<file path="src/rtl/va_region_pkg.sv">
package va_region_pkg;
  localparam int unsigned ROUTE_W = 4;
  localparam int unsigned RT_TLB  = 0;
  localparam int unsigned RT_DIR  = 1;
  localparam int unsigned RT_PASS = 2;
  localparam int unsigned RT_FLT  = 3;

  typedef struct packed {
    logic xlatable;  // user-low half or kernel virtual segment
    logic sq_win;    // store-queue window
    logic dmap_win;  // privileged direct-mapped window
    logic ctrl_win;  // control-register window (top nibble all ones)
  } seg_flags_t;
endpackage

</file>
<file path="src/rtl/va_seg_classify.sv">
module va_seg_classify
  import va_region_pkg::*;
#(
  parameter int unsigned ADDR_W = 32
) (
  input  logic [ADDR_W-1:0] addr,
  output seg_flags_t        seg
);
  localparam int unsigned TOP = ADDR_W - 1;

  logic [2:0] top3;
  logic [5:0] top6;
  logic [3:0] top4;

  always_comb begin
    top3 = addr[TOP -: 3];
    top4 = addr[TOP -: 4];
    top6 = addr[TOP -: 6];
    seg.xlatable = (addr[TOP] == 1'b0) || (top3 == 3'b110);
    seg.sq_win   = (top6 == 6'b111000);
    seg.dmap_win = (addr[TOP -: 2] == 2'b10);
    seg.ctrl_win = (top4 == 4'hF);
  end
endmodule

</file>
<file path="src/rtl/va_route_select.sv">
module va_route_select
  import va_region_pkg::*;
#(
  parameter int unsigned ADDR_W = 32,
  parameter int unsigned PHYS_W = 29
) (
  input  logic [ADDR_W-1:0]  addr,
  input  seg_flags_t         seg,
  input  logic               priv,
  input  logic               ifetch,
  input  logic               xlate_en,
  input  logic               no_exc,
  output logic [ROUTE_W-1:0] route,
  output logic [ADDR_W-1:0]  paddr
);
  localparam logic [ADDR_W-1:0] PHYS_MASK = ADDR_W'((64'd1 << PHYS_W) - 64'd1);

  logic [ROUTE_W-1:0] rt_tlb, rt_dir, rt_pass, rt_flt;

  always_comb begin
    rt_tlb  = '0; rt_tlb[RT_TLB]   = 1'b1;
    rt_dir  = '0; rt_dir[RT_DIR]   = 1'b1;
    rt_pass = '0; rt_pass[RT_PASS] = 1'b1;
    rt_flt  = '0; rt_flt[RT_FLT]   = 1'b1;
  end

  // Priority chain: the first rule that applies wins.
  always_comb begin
    route = rt_flt;
    paddr = '0;
    if (seg.xlatable) begin
      if (xlate_en) begin
        route = rt_tlb;
      end else begin
        route = rt_dir;
        paddr = addr & PHYS_MASK;
      end
    end else if (seg.sq_win) begin
      route = rt_pass;
      paddr = addr;
    end else if (!priv) begin
      route = no_exc ? rt_dir : rt_flt;
    end else if (seg.dmap_win) begin
      route = rt_dir;
      paddr = addr & PHYS_MASK;
    end else if (ifetch) begin
      route = rt_flt;
    end else if (seg.ctrl_win) begin
      route = rt_pass;
      paddr = addr;
    end else begin
      route = no_exc ? rt_dir : rt_flt;
    end
  end
endmodule

</file>
<file path="src/rtl/va_region_decoder.sv">
module va_region_decoder
  import va_region_pkg::*;
#(
  parameter int unsigned ADDR_W = 32,
  parameter int unsigned PHYS_W = 29
) (
  input  logic               clk,
  input  logic               rst,
  input  logic               req_valid,
  input  logic [ADDR_W-1:0]  vaddr,
  input  logic               priv,
  input  logic               ifetch,
  input  logic               xlate_en,
  input  logic               no_exc,
  output logic               rsp_valid,
  output logic [ROUTE_W-1:0] rsp_route,
  output logic [ADDR_W-1:0]  rsp_paddr,
  output logic               rsp_fault
);
  localparam int unsigned TOP = ADDR_W - 1;

  seg_flags_t         seg;
  logic [ROUTE_W-1:0] nxt_route;
  logic [ADDR_W-1:0]  nxt_paddr;

  va_seg_classify #(.ADDR_W(ADDR_W)) u_classify (
    .addr (vaddr),
    .seg  (seg)
  );

  va_route_select #(.ADDR_W(ADDR_W), .PHYS_W(PHYS_W)) u_select (
    .addr     (vaddr),
    .seg      (seg),
    .priv     (priv),
    .ifetch   (ifetch),
    .xlate_en (xlate_en),
    .no_exc   (no_exc),
    .route    (nxt_route),
    .paddr    (nxt_paddr)
  );

  always_ff @(posedge clk) begin
    if (rst) begin
      rsp_valid <= 1'b0;
      rsp_route <= '0;
      rsp_paddr <= '0;
      rsp_fault <= 1'b0;
    end else begin
      rsp_valid <= req_valid;
      rsp_route <= req_valid ? nxt_route : '0;
      rsp_paddr <= req_valid ? nxt_paddr : '0;
      rsp_fault <= req_valid & nxt_route[RT_FLT];
    end
  end

  p_onehot_r2: assert property (@(posedge clk) disable iff (rst)
    rsp_valid |-> $onehot(rsp_route));
  p_latency_r2: assert property (@(posedge clk) disable iff (rst)
    req_valid |=> rsp_valid);
  p_fault_bit_r2: assert property (@(posedge clk) disable iff (rst)
    rsp_fault == rsp_route[RT_FLT]);
  p_tlb_r3: assert property (@(posedge clk) disable iff (rst)
    (req_valid && !vaddr[TOP] && xlate_en) |=> (rsp_route[RT_TLB] && rsp_paddr == '0));
  p_sq_pass_r5: assert property (@(posedge clk) disable iff (rst)
    (req_valid && vaddr[TOP -: 6] == 6'b111000) |=>
      (rsp_route[RT_PASS] && rsp_paddr == $past(vaddr)));
  p_fetch_fault_r8: assert property (@(posedge clk) disable iff (rst)
    (req_valid && priv && ifetch && vaddr[TOP -: 3] == 3'b111 &&
     vaddr[TOP -: 6] != 6'b111000) |=> rsp_fault);
endmodule

</file>
<file path="config.mk">
export PLATFORM = sky130hd
export DESIGN_NAME = va_region_decoder
export DESIGN_NICKNAME = d
export VERILOG_FILES = /design/src/rtl/va_region_pkg.sv /design/src/rtl/va_seg_classify.sv /design/src/rtl/va_route_select.sv /design/src/rtl/va_region_decoder.sv
export SDC_FILE = /design/constraint.sdc
export NUM_CORES = 1
export LEC_CHECK = 0
export ABC_CLOCK_PERIOD_IN_PS = 850
export BUFFER_PORTS_ARGS = -buffer_cell sky130_fd_sc_hd__buf_4
export CAP_MARGIN = 20
export CORE_AREA = 2 2 66 68
export DETAILED_ROUTE_END_ITERATION = 8
export DIE_AREA = 0 0 68 70
export PLACE_DENSITY_LB_ADDON = 0.1
export SETUP_SLACK_MARGIN = 0.5
export SYNTH_ARGS = -nofsm -noshare
export SYNTH_HDL_FRONTEND = slang
export SYNTH_SLANG_ARGS = --single-unit
</file>
<file path="constraint.sdc">
create_clock -name clk -period 0.85 [get_ports clk]
set_input_delay 0.085 -clock clk [delete_from_list [all_inputs] [get_ports clk]]
set_output_delay 0.085 -clock clk [all_outputs]
set_load 0.02 [all_outputs]
</file>
==> summary.txt, run 1 <==
CTS
  • TritonCTS clock tree: built
  • Clock buffer count from CTS: 5
  • CTS sink cnt: 38
  • Clock Pin Slew Worst Setup and Hold Paths: 0.08 ns
  • Max Buffers Root-to-Sink: 2
  • H-tree depth: 2
  • CTS Hold Bufs: 0
  • Clock root cell: clkbuf_8

Status
  • Outcome: finished with violations
  • Failing checks: setup timing

Routing
  • Final ANT Viol Nets: 0
  • DRT Wirelength: 4950 um
  • Vias per std cell: 4.99
  • DR iter-0 viols: 96
  • Pre-antenna DRT Iters: 4
  • WL/cell: approximately 17 um
  • Vias: 1427
  • DRC: 0

Logic synthesis
  • #FFs+latches synth: 38
  • Post-synth net total: about 170
  • Simple-gate share of the synthesized area: 0.183
  • Yosys warns: 0
  • Sequential cell area fraction in the yosys report: 0.561
  • Netlist cell types: 25
  • Synth Area in Compound Gates: 0.184
  • Synth Instances: 135
  • Post-Synth Adder-Cell Area: 0
  • Avg Cell Area, Syn: 10.0 um2
  • Mux cell area share after synthesis: 0
  • Synth Area in XOR/XNOR: 0
  • Netlist Area Pre-Place: 1360 um2
  • Main combinational cell family by area after synthesis: compound AO/OA/AOI/OAI gates

STA
  • Final worst slack: -0.00566 ns
  • Final hold vios: 0
  • Max-slew violations: 0
  • Final period utilization: 1.01
  • Clock period minus final worst setup slack: 0.856 ns
  • Total negative slack: -0.00708 ns
  • Count of final setup violators: 4
  • Unrepaired setup endpoints after global routing: true
  • Fmax: about 1.2 GHz
  • Slew margin rel.: 0.730
  • Worst Max-Slew Pin Slew: 0.402 ns
  • Final Hold Slack: ~0.0022 ns

Critical path
  • Critical path, cell by cell: buf_6
  • Worst path slowest cell: dfxtp_4
  • CP Class: reg2out
  • Crit. End Element: primary output
  • Slowest Stage Delay on Critical Path: around 0.35 ns
  • Crit path max fanout: 1
  • Critical Path RT: between 0.7 and 0.8 ns
  • Worst EP arrival: 0.77 ns
  • Startpoint types: flop
  • Buf/Inv on CP: 1
  • Top Family by Delay on Critical Path: flip-flops

Layout
  • Synth-to-Final Area Change: 132%
  • Ant. Diodes: 0
  • Final Net Count: 272
  • Commonest non-fill, non-tap cell in the layout: buf_6
  • Design Area, Final: 3150 um2
  • Most frequent cells in the layout: 48 x buf_6, 41 x buf_4, 29 x nand2_1, 29 x dfxtp_4, 21 x a31oi_4
  • Ratio of cells with drive above 1 in the final layout: 0.803
  • Storage cell area: between 800 and 900 um2
  • Fillers: 258
  • Multi-input logic area: 920 um2

Min path
  • Worst Hold Path EP: rsp_paddr[13]
  • Hold path depth: 3
  • Min-delay worst type: in2reg
  • Hold wc startpoint: vaddr[13]

Die
  • # rows: 24
  • Die area: ~4800 um2
  • Die W: 68 um
  • Starting Density: 0.327
  • IO Pins: between 70 and 80
  • Core ar.: between 4000 and 5000 um2
  • Die Y-Extent: 70 um

Pwr
  • P_int: 3.07 mW
  • Pwr Density: around 1300 nW/um2
  • Sequential power share: 0.432
  • Maximum vdd drop: 0.000913 V
  • Switching share of power: 0.258
  • Combinational share of power: 0.214
  • Clock power share: 0.354
  • Net Switching: between 1 and 1.5 mW
  • Leakage power: 1.25 nW

Global routing
  • Initial antenna violation count: 0
  • Tot GR Track Use: 0.182
  • First-pass GRT wire length: 6470 um
  • GR Overflow Total: 0
  • Largest net degree at the start of global routing: 23
  • Vias in the first global route: about 1.4k

Placed design
  • I/O Buffers: 76
  • Post-DP HPWL: 2710 um
  • Pre-CTS WS: -0.249 ns
  • GP Congestion: 0.743
  • DP Area: roughly 2200 um2

Flow run
  • MaxCap Viol Count: 0
## how the worst max path moves through the flow
stage | from | endpoint | cells after the start
3_3_place_gp | vaddr[28] | rsp_fault | 4
3_5_place_dp | vaddr[28] | rsp_route[3] | 4
4_1_cts | rsp_paddr[28] | rsp_paddr[28] | 1
5_1_grt | rsp_paddr[28] | rsp_paddr[28] | 1
2_1_floorplan | ifetch | rsp_paddr[8] | 4
6_report | rsp_paddr[28] | rsp_paddr[28] | 1
## layer usage
layer | track usage | part of all wire | up-vias
met5 | 0 | 0 | -
met4 | 0.0667 | 0.028 | 0
met3 | 0.0531 | 0.060 | 12
met2 | 0.324 | 0.54 | 56
met1 | 0.197 | 0.38 | 681
li1 | - | - | 678
## final cells by class
cell class	count	area share
Multi-Input combinational cell	83	0.292
Tap cell	52	0.0207
Sequential cell	38	0.280
Timing Repair Buffer	103	0.368
Inverter	2	0.00397
Clock buffer	8	0.0354
## cells by family after synthesis
| family | count (synthesis) |
|---|---|
| AND/OR/NAND/NOR | 48 |
| flip-flops | 38 |
| AO/OA/AOI/OAI | 35 |
| buffers and inverters | 14 |
## tightest hold or removal path: stages
cell,delay [ns]
buf_4,0.11
nand2_1,0.04
a31oi_1,0.03
## metrics by stage
stage | total power, mW | std cells | util
3_5_place_dp | 2.36 | 266 | 0.525
3_3_place_gp | 2.35 | 266 | 0.525
2_1_floorplan | 2.06 | 135 | -
4_1_cts | 4.01 | 282 | 0.673
6_report | 4.14 | 286 | 0.760
5_1_grt | 4.31 | 286 | 0.760
## what timing repair did
action,CTS,global route
gates resized for setup,80,36
endpoints found under the setup margin,75,75
pin swaps,11,14
buffers inserted,4,2
cloned,4,2
endpoints found under the hold margin,0,1
## state kept, by name, summed over array words and instances, names as in the netlist
name       flops
rsp_valid      1
rsp_fault      1
rsp_route      4
rsp_paddr     32
## power groups by stage
stage               logic, mW  clock network [mW]  registers (mW)
CTS                     0.750                1.47            1.79
finish                  0.886                1.47            1.79
global route            0.932                1.59            1.79
global placement        0.534                   0            1.82
detailed placement      0.546                   0            1.82
floorplan               0.182                   0            1.88
## synthesized netlist by cell type
| cell | count | area share |
|---|---|---|
| nor4bb_1 | 2 | 0.015 |
| a21o_1 | 1 | 0.0055 |
| a31oi_1 | 28 | 0.13 |
| and3b_4 | 1 | 0.0092 |
| and2_1 | 1 | 0.0046 |
| o221a_1 | 1 | 0.0083 |
| and3_4 | 1 | 0.0083 |
| nand3_1 | 1 | 0.0037 |
| inv_1 | 1 | 0.0028 |
| nor2_1 | 4 | 0.011 |
| nand2_1 | 31 | 0.086 |
| nand2b_1 | 1 | 0.0046 |
| buf_2 | 7 | 0.026 |
| nand3b_1 | 3 | 0.017 |
| a21oi_1 | 1 | 0.0037 |
| a31oi_2 | 1 | 0.0092 |
| o21ai_4 | 1 | 0.012 |
| inv_2 | 1 | 0.0028 |
| buf_6 | 5 | 0.042 |
| o32ai_2 | 1 | 0.012 |
| and4_1 | 1 | 0.0065 |
| o21ai_0 | 1 | 0.0037 |
| nand2b_4 | 1 | 0.010 |
| nor3_2 | 1 | 0.0074 |
| dfxtp_1 | 38 | 0.56 |
Note: power is estimated with default switching activity, not from simulation.
==> run 2: changes to the inputs <==
--- a/config.mk
+++ b/config.mk
@@ -8,11 +8,12 @@
 export ABC_CLOCK_PERIOD_IN_PS = 850
 export BUFFER_PORTS_ARGS = -buffer_cell sky130_fd_sc_hd__buf_4
 export CAP_MARGIN = 20
-export CORE_AREA = 2 2 66 68
+export CORE_AREA = 2 2 73 75
 export DETAILED_ROUTE_END_ITERATION = 8
-export DIE_AREA = 0 0 68 70
+export DIE_AREA = 0 0 75 77
 export PLACE_DENSITY_LB_ADDON = 0.1
 export SETUP_SLACK_MARGIN = 0.5
 export SYNTH_ARGS = -nofsm -noshare
 export SYNTH_HDL_FRONTEND = slang
+export SYNTH_HIERARCHICAL = 1
 export SYNTH_SLANG_ARGS = --single-unit
==> run 2 against run 1 <==
  * The run still ends with setup timing left
  * Worst setup slack worse by 0.082 ns
  * Clock power is 22% lower
  * Cell area is 6.5% lower
  * Area after synthesis is 25% higher
  * Critical path type is now in2reg
  * Largest cell class unchanged
==> summary.txt, run 2 <==
Min path
  • Hold wc startpoint: req_valid
  • Hold path depth: 2 (-1)
  • Min-delay worst type: in2reg
  • Worst Hold Path EP: rsp_valid

STA
  • Fmax: 1.07 GHz (-8.8%)
  • Final period utilization: 1.10 (+0.0969)
  • Clock period minus final worst setup slack: 0.938 ns (+0.0824 ns)
  • Count of final setup violators: 35 (+31)
  • Worst Max-Slew Pin Slew: 0.331 ns (-0.0709 ns)
  • Max-slew violations: 0 (unchanged)
  • Slew margin rel.: 0.778 (+0.0474)
  • Final worst slack: -0.0880 ns (-0.0824 ns)
  • Final Hold Slack: 0.150 ns (+0.147 ns)
  • Final hold vios: 0 (unchanged)
  • Unrepaired setup endpoints after global routing: true

Logic synthesis
  • Top cells by area, synth: dfxtp_1 45%, and3b_1 15%, a21oi_1 7.1%
  • Largest area contributor in the netlist: dfxtp_1
  • Synth cell count leaders: 38 x dfxtp_1, 32 x nand2_1, 29 x and3b_1, 24 x a21oi_1, 9 x buf_6
  • Synth Area in Compound Gates: 0.125 (-0.0585)
  • Main synth FF type: dfxtp_1
  • Synth Area in XOR/XNOR: 0 (unchanged)
  • #FFs+latches synth: 38 (unchanged)
  • Synth top area share: 0.450 (-0.111)
  • Simple-gate share of the synthesized area: 0.332 (+0.150)
  • Post-Synth Adder-Cell Area: 0 (unchanged)
  • Sequential cell area fraction in the yosys report: 0.450 (-0.111)
  • Mux cell area share after synthesis: 0 (unchanged)
  • Synth Instances: 177 (+31%)
  • Avg Cell Area, Syn: 9.55 um2 (-4.9%)
  • Ys async rst share: 0 (unchanged)
  • Main combinational cell family by area after synthesis: simple AND/OR/NAND/NOR gates
  • Yosys warns: 6 (+6)
  • EDFF count, synth: 0 (unchanged)
  • Cell with the most instances after synthesis: dfxtp_1
  • Netlist cell types: 23 (-8.0%)
  • Netlist Area Pre-Place: 1690 um2 (+25%)
  • Post-synth net total: 216 (+24%)

Layout
  • Commonest non-fill, non-tap cell in the layout: buf_6
  • Synth-to-Final Area Change: 74.2%
  • Max reg flops: 32 (unchanged)
  • Most frequent cells in the layout: 45 x buf_6, 38 x dfxtp_4, 37 x buf_4, 31 x nand2_1, 29 x and3b_1
  • Fin util: 0.592 (-0.168)
  • Leading registers by flop count: rsp_paddr x32, rsp_route x4
  • Finished Layout Cells: 327 (+14%)
  • Register bank with the most flops: rsp_paddr
  • Ant. Diodes: 0 (unchanged)
  • Ratio of cells with drive above 1 in the final layout: 0.685 (-0.119)
  • Final Net Count: 296 (+8.8%)

CTS
  • H-tree depth: 2 (unchanged)
  • CTS sink cnt: 38 (unchanged)
  • TritonCTS clock tree: built
  • Clock buffer count from CTS: 5 (unchanged)
  • Clock root cell: clkbuf_8
  • Max Buffers Root-to-Sink: 2 (unchanged)
  • CTS Hold Bufs: 0 (unchanged)
  • Clock Pin Slew Worst Setup and Hold Paths: 0.07 ns (about the same)

Routing
  • DR iter-0 viols: 62 (-35%)
  • Final ANT Viol Nets: 0 (unchanged)
  • DRC: 0 (unchanged)
  • DRT Wirelength: 4220 um (-15%)
  • WL/cell: 12.9 um (-25%)
  • Vias: 1486 (+4.1%)
  • Vias per std cell: 4.54 (-8.9%)
  • Pre-antenna DRT Iters: 4 (unchanged)

Placed design
  • I/O Buffers: 76 (unchanged)
  • Post-DP HPWL: 2720 um (+0.43%)
  • GP Congestion: 0.713 (-4.0%)
  • Pre-CTS WS: -0.437 ns (-0.188 ns)
  • Placed Cells: 316 (+19%)

Global routing
  • Vias in the first global route: 1429 (+0.28%)
  • Initial antenna violation count: 0 (unchanged)
  • First-pass GRT wire length: 6720 um (+3.8%)
  • Largest net degree at the start of global routing: 39 (+70%)
  • Tot GR Track Use: 0.150 (-0.0320)
  • GR Overflow Total: 0 (unchanged)

Critical path
  • CP Class: in2reg
  • Worst EP arrival: 1.12 ns (+0.35 ns)
  • Crit path max fanout: 10 (+9)
  • Startpoint types: primary input
  • Critical path launch point: vaddr[30]
  • Crit. End Element: flop
  • Critical Path RT: 1.03 ns (+0.27 ns)

Flow run
  • MaxCap Viol Count: 0 (unchanged)

Pwr
  • Maximum vdd drop: 0.000647 V (-29%)
  • Combinational share of power: 0.226 (+0.012)
  • Net Switching: 1.00 mW (-6.2%)
  • Pwr Density: 1280 nW/um2 (-2.6%)
  • Sequential power share: 0.469 (+0.037)
  • Final Power: 3.77 mW (-8.9%)
  • P_int: 2.77 mW (-9.8%)
  • Clock power share: 0.304 (-0.050)
  • Switching share of power: 0.266 (+0.00768)
  • Leakage power: 1.40 nW (+12%)

Die
  • Die W: 75 um (+10%)
  • # rows: 26 (+8.3%)
  • Starting Density: 0.340 (+0.0123)
  • Die area: 5780 um2 (+21%)
  • Core ar.: 4980 um2 (+20%)
  • Die Y-Extent: 77 um (+10%)
  • IO Pins: 77 (unchanged)

Status
  • Failing checks: setup timing
  • Outcome: finished with violations
## run 2: cell count changes after synthesis, moves of 2 or more
cell / delta
nand3b_1: -3
and2_1: +2
a31oi_1: -28
buf_6: +4
a21oi_1: +23
nor4bb_1: -2
and3b_1: +29
and3b_2: +8
a21oi_2: +7
inv_1: +3
## run 2: area by class of cell
| class | count | area (um2) |
|---|---|---|
| multi-input cells | 118 | 902 |
| fillers | 451 | 2030 |
| flip-flops and latches | 38 | 903 |
| repair buffers | 90 | 947 |
| well taps | 70 | 87.6 |
| inverters | 4 | 27.5 |
| clock buffers | 7 | 76.3 |
## run 2: kinds of logic after synthesis
logic type,count (synthesis)
simple gates,84
flops,38
compound gates,34
buf+inv,21
## run 2: worst max-delay path by stage
stage,end,slack (ns),cells past startpoint
2_1_floorplan,rsp_fault,-0.25,7
3_3_place_gp,rsp_paddr[31],-0.44,6
3_5_place_dp,rsp_paddr[4],-0.44,8
4_1_cts,rsp_route[1],-0.07,6
5_1_grt,rsp_paddr[15],-0.13,6
6_report,rsp_paddr[7],-0.09,6
## run 2: power groups by stage
stage                     combinational (mW)  sequential (mW)  clock, mW
after CTS                              0.812             1.77       1.19
after detailed placement               0.718             1.80          0
after floorplan                        0.348             1.87          0
after global routing                   0.925             1.78       1.26
after global placement                 0.719             1.80          0
final                                  0.855             1.77       1.15
## run 2: critical path, cell delays in order
cell     delay [ns]
buf_12         0.10
and2b_2        0.25
o21ai_4        0.24
buf_6          0.20
a21oi_1        0.08
and3b_1        0.15
## run 2: metal layers
layer | global-route usage | part of all wire | vias up
li1 | - | - | 756
met1 | 0.180 | 0.42 | 681
met2 | 0.242 | 0.51 | 45
met3 | 0.0526 | 0.065 | 4
met4 | 0.0554 | 0.0085 | 0
met5 | 0 | 0 | -
## run 2: metrics by stage
step | instance area [um2] | TNS (ns)
after floorplan | 1920 | -4.80
after global placement | 2540 | -14.28
after detailed placement | 2540 | -14.78
after CTS | 2860 | -1.31
after global routing | 2940 | -3.64
final | 2940 | -2.17
## run 2: what timing repair did
action | 4_1_cts | 5_1_grt
resized for setup | 56 | 12
endpoints found under the hold margin | 0 | 0
setup endpoints to repair | 75 | 76
buffers inserted | 1 | 1
cloned | 1 | 1
pin swaps | 9 | 7
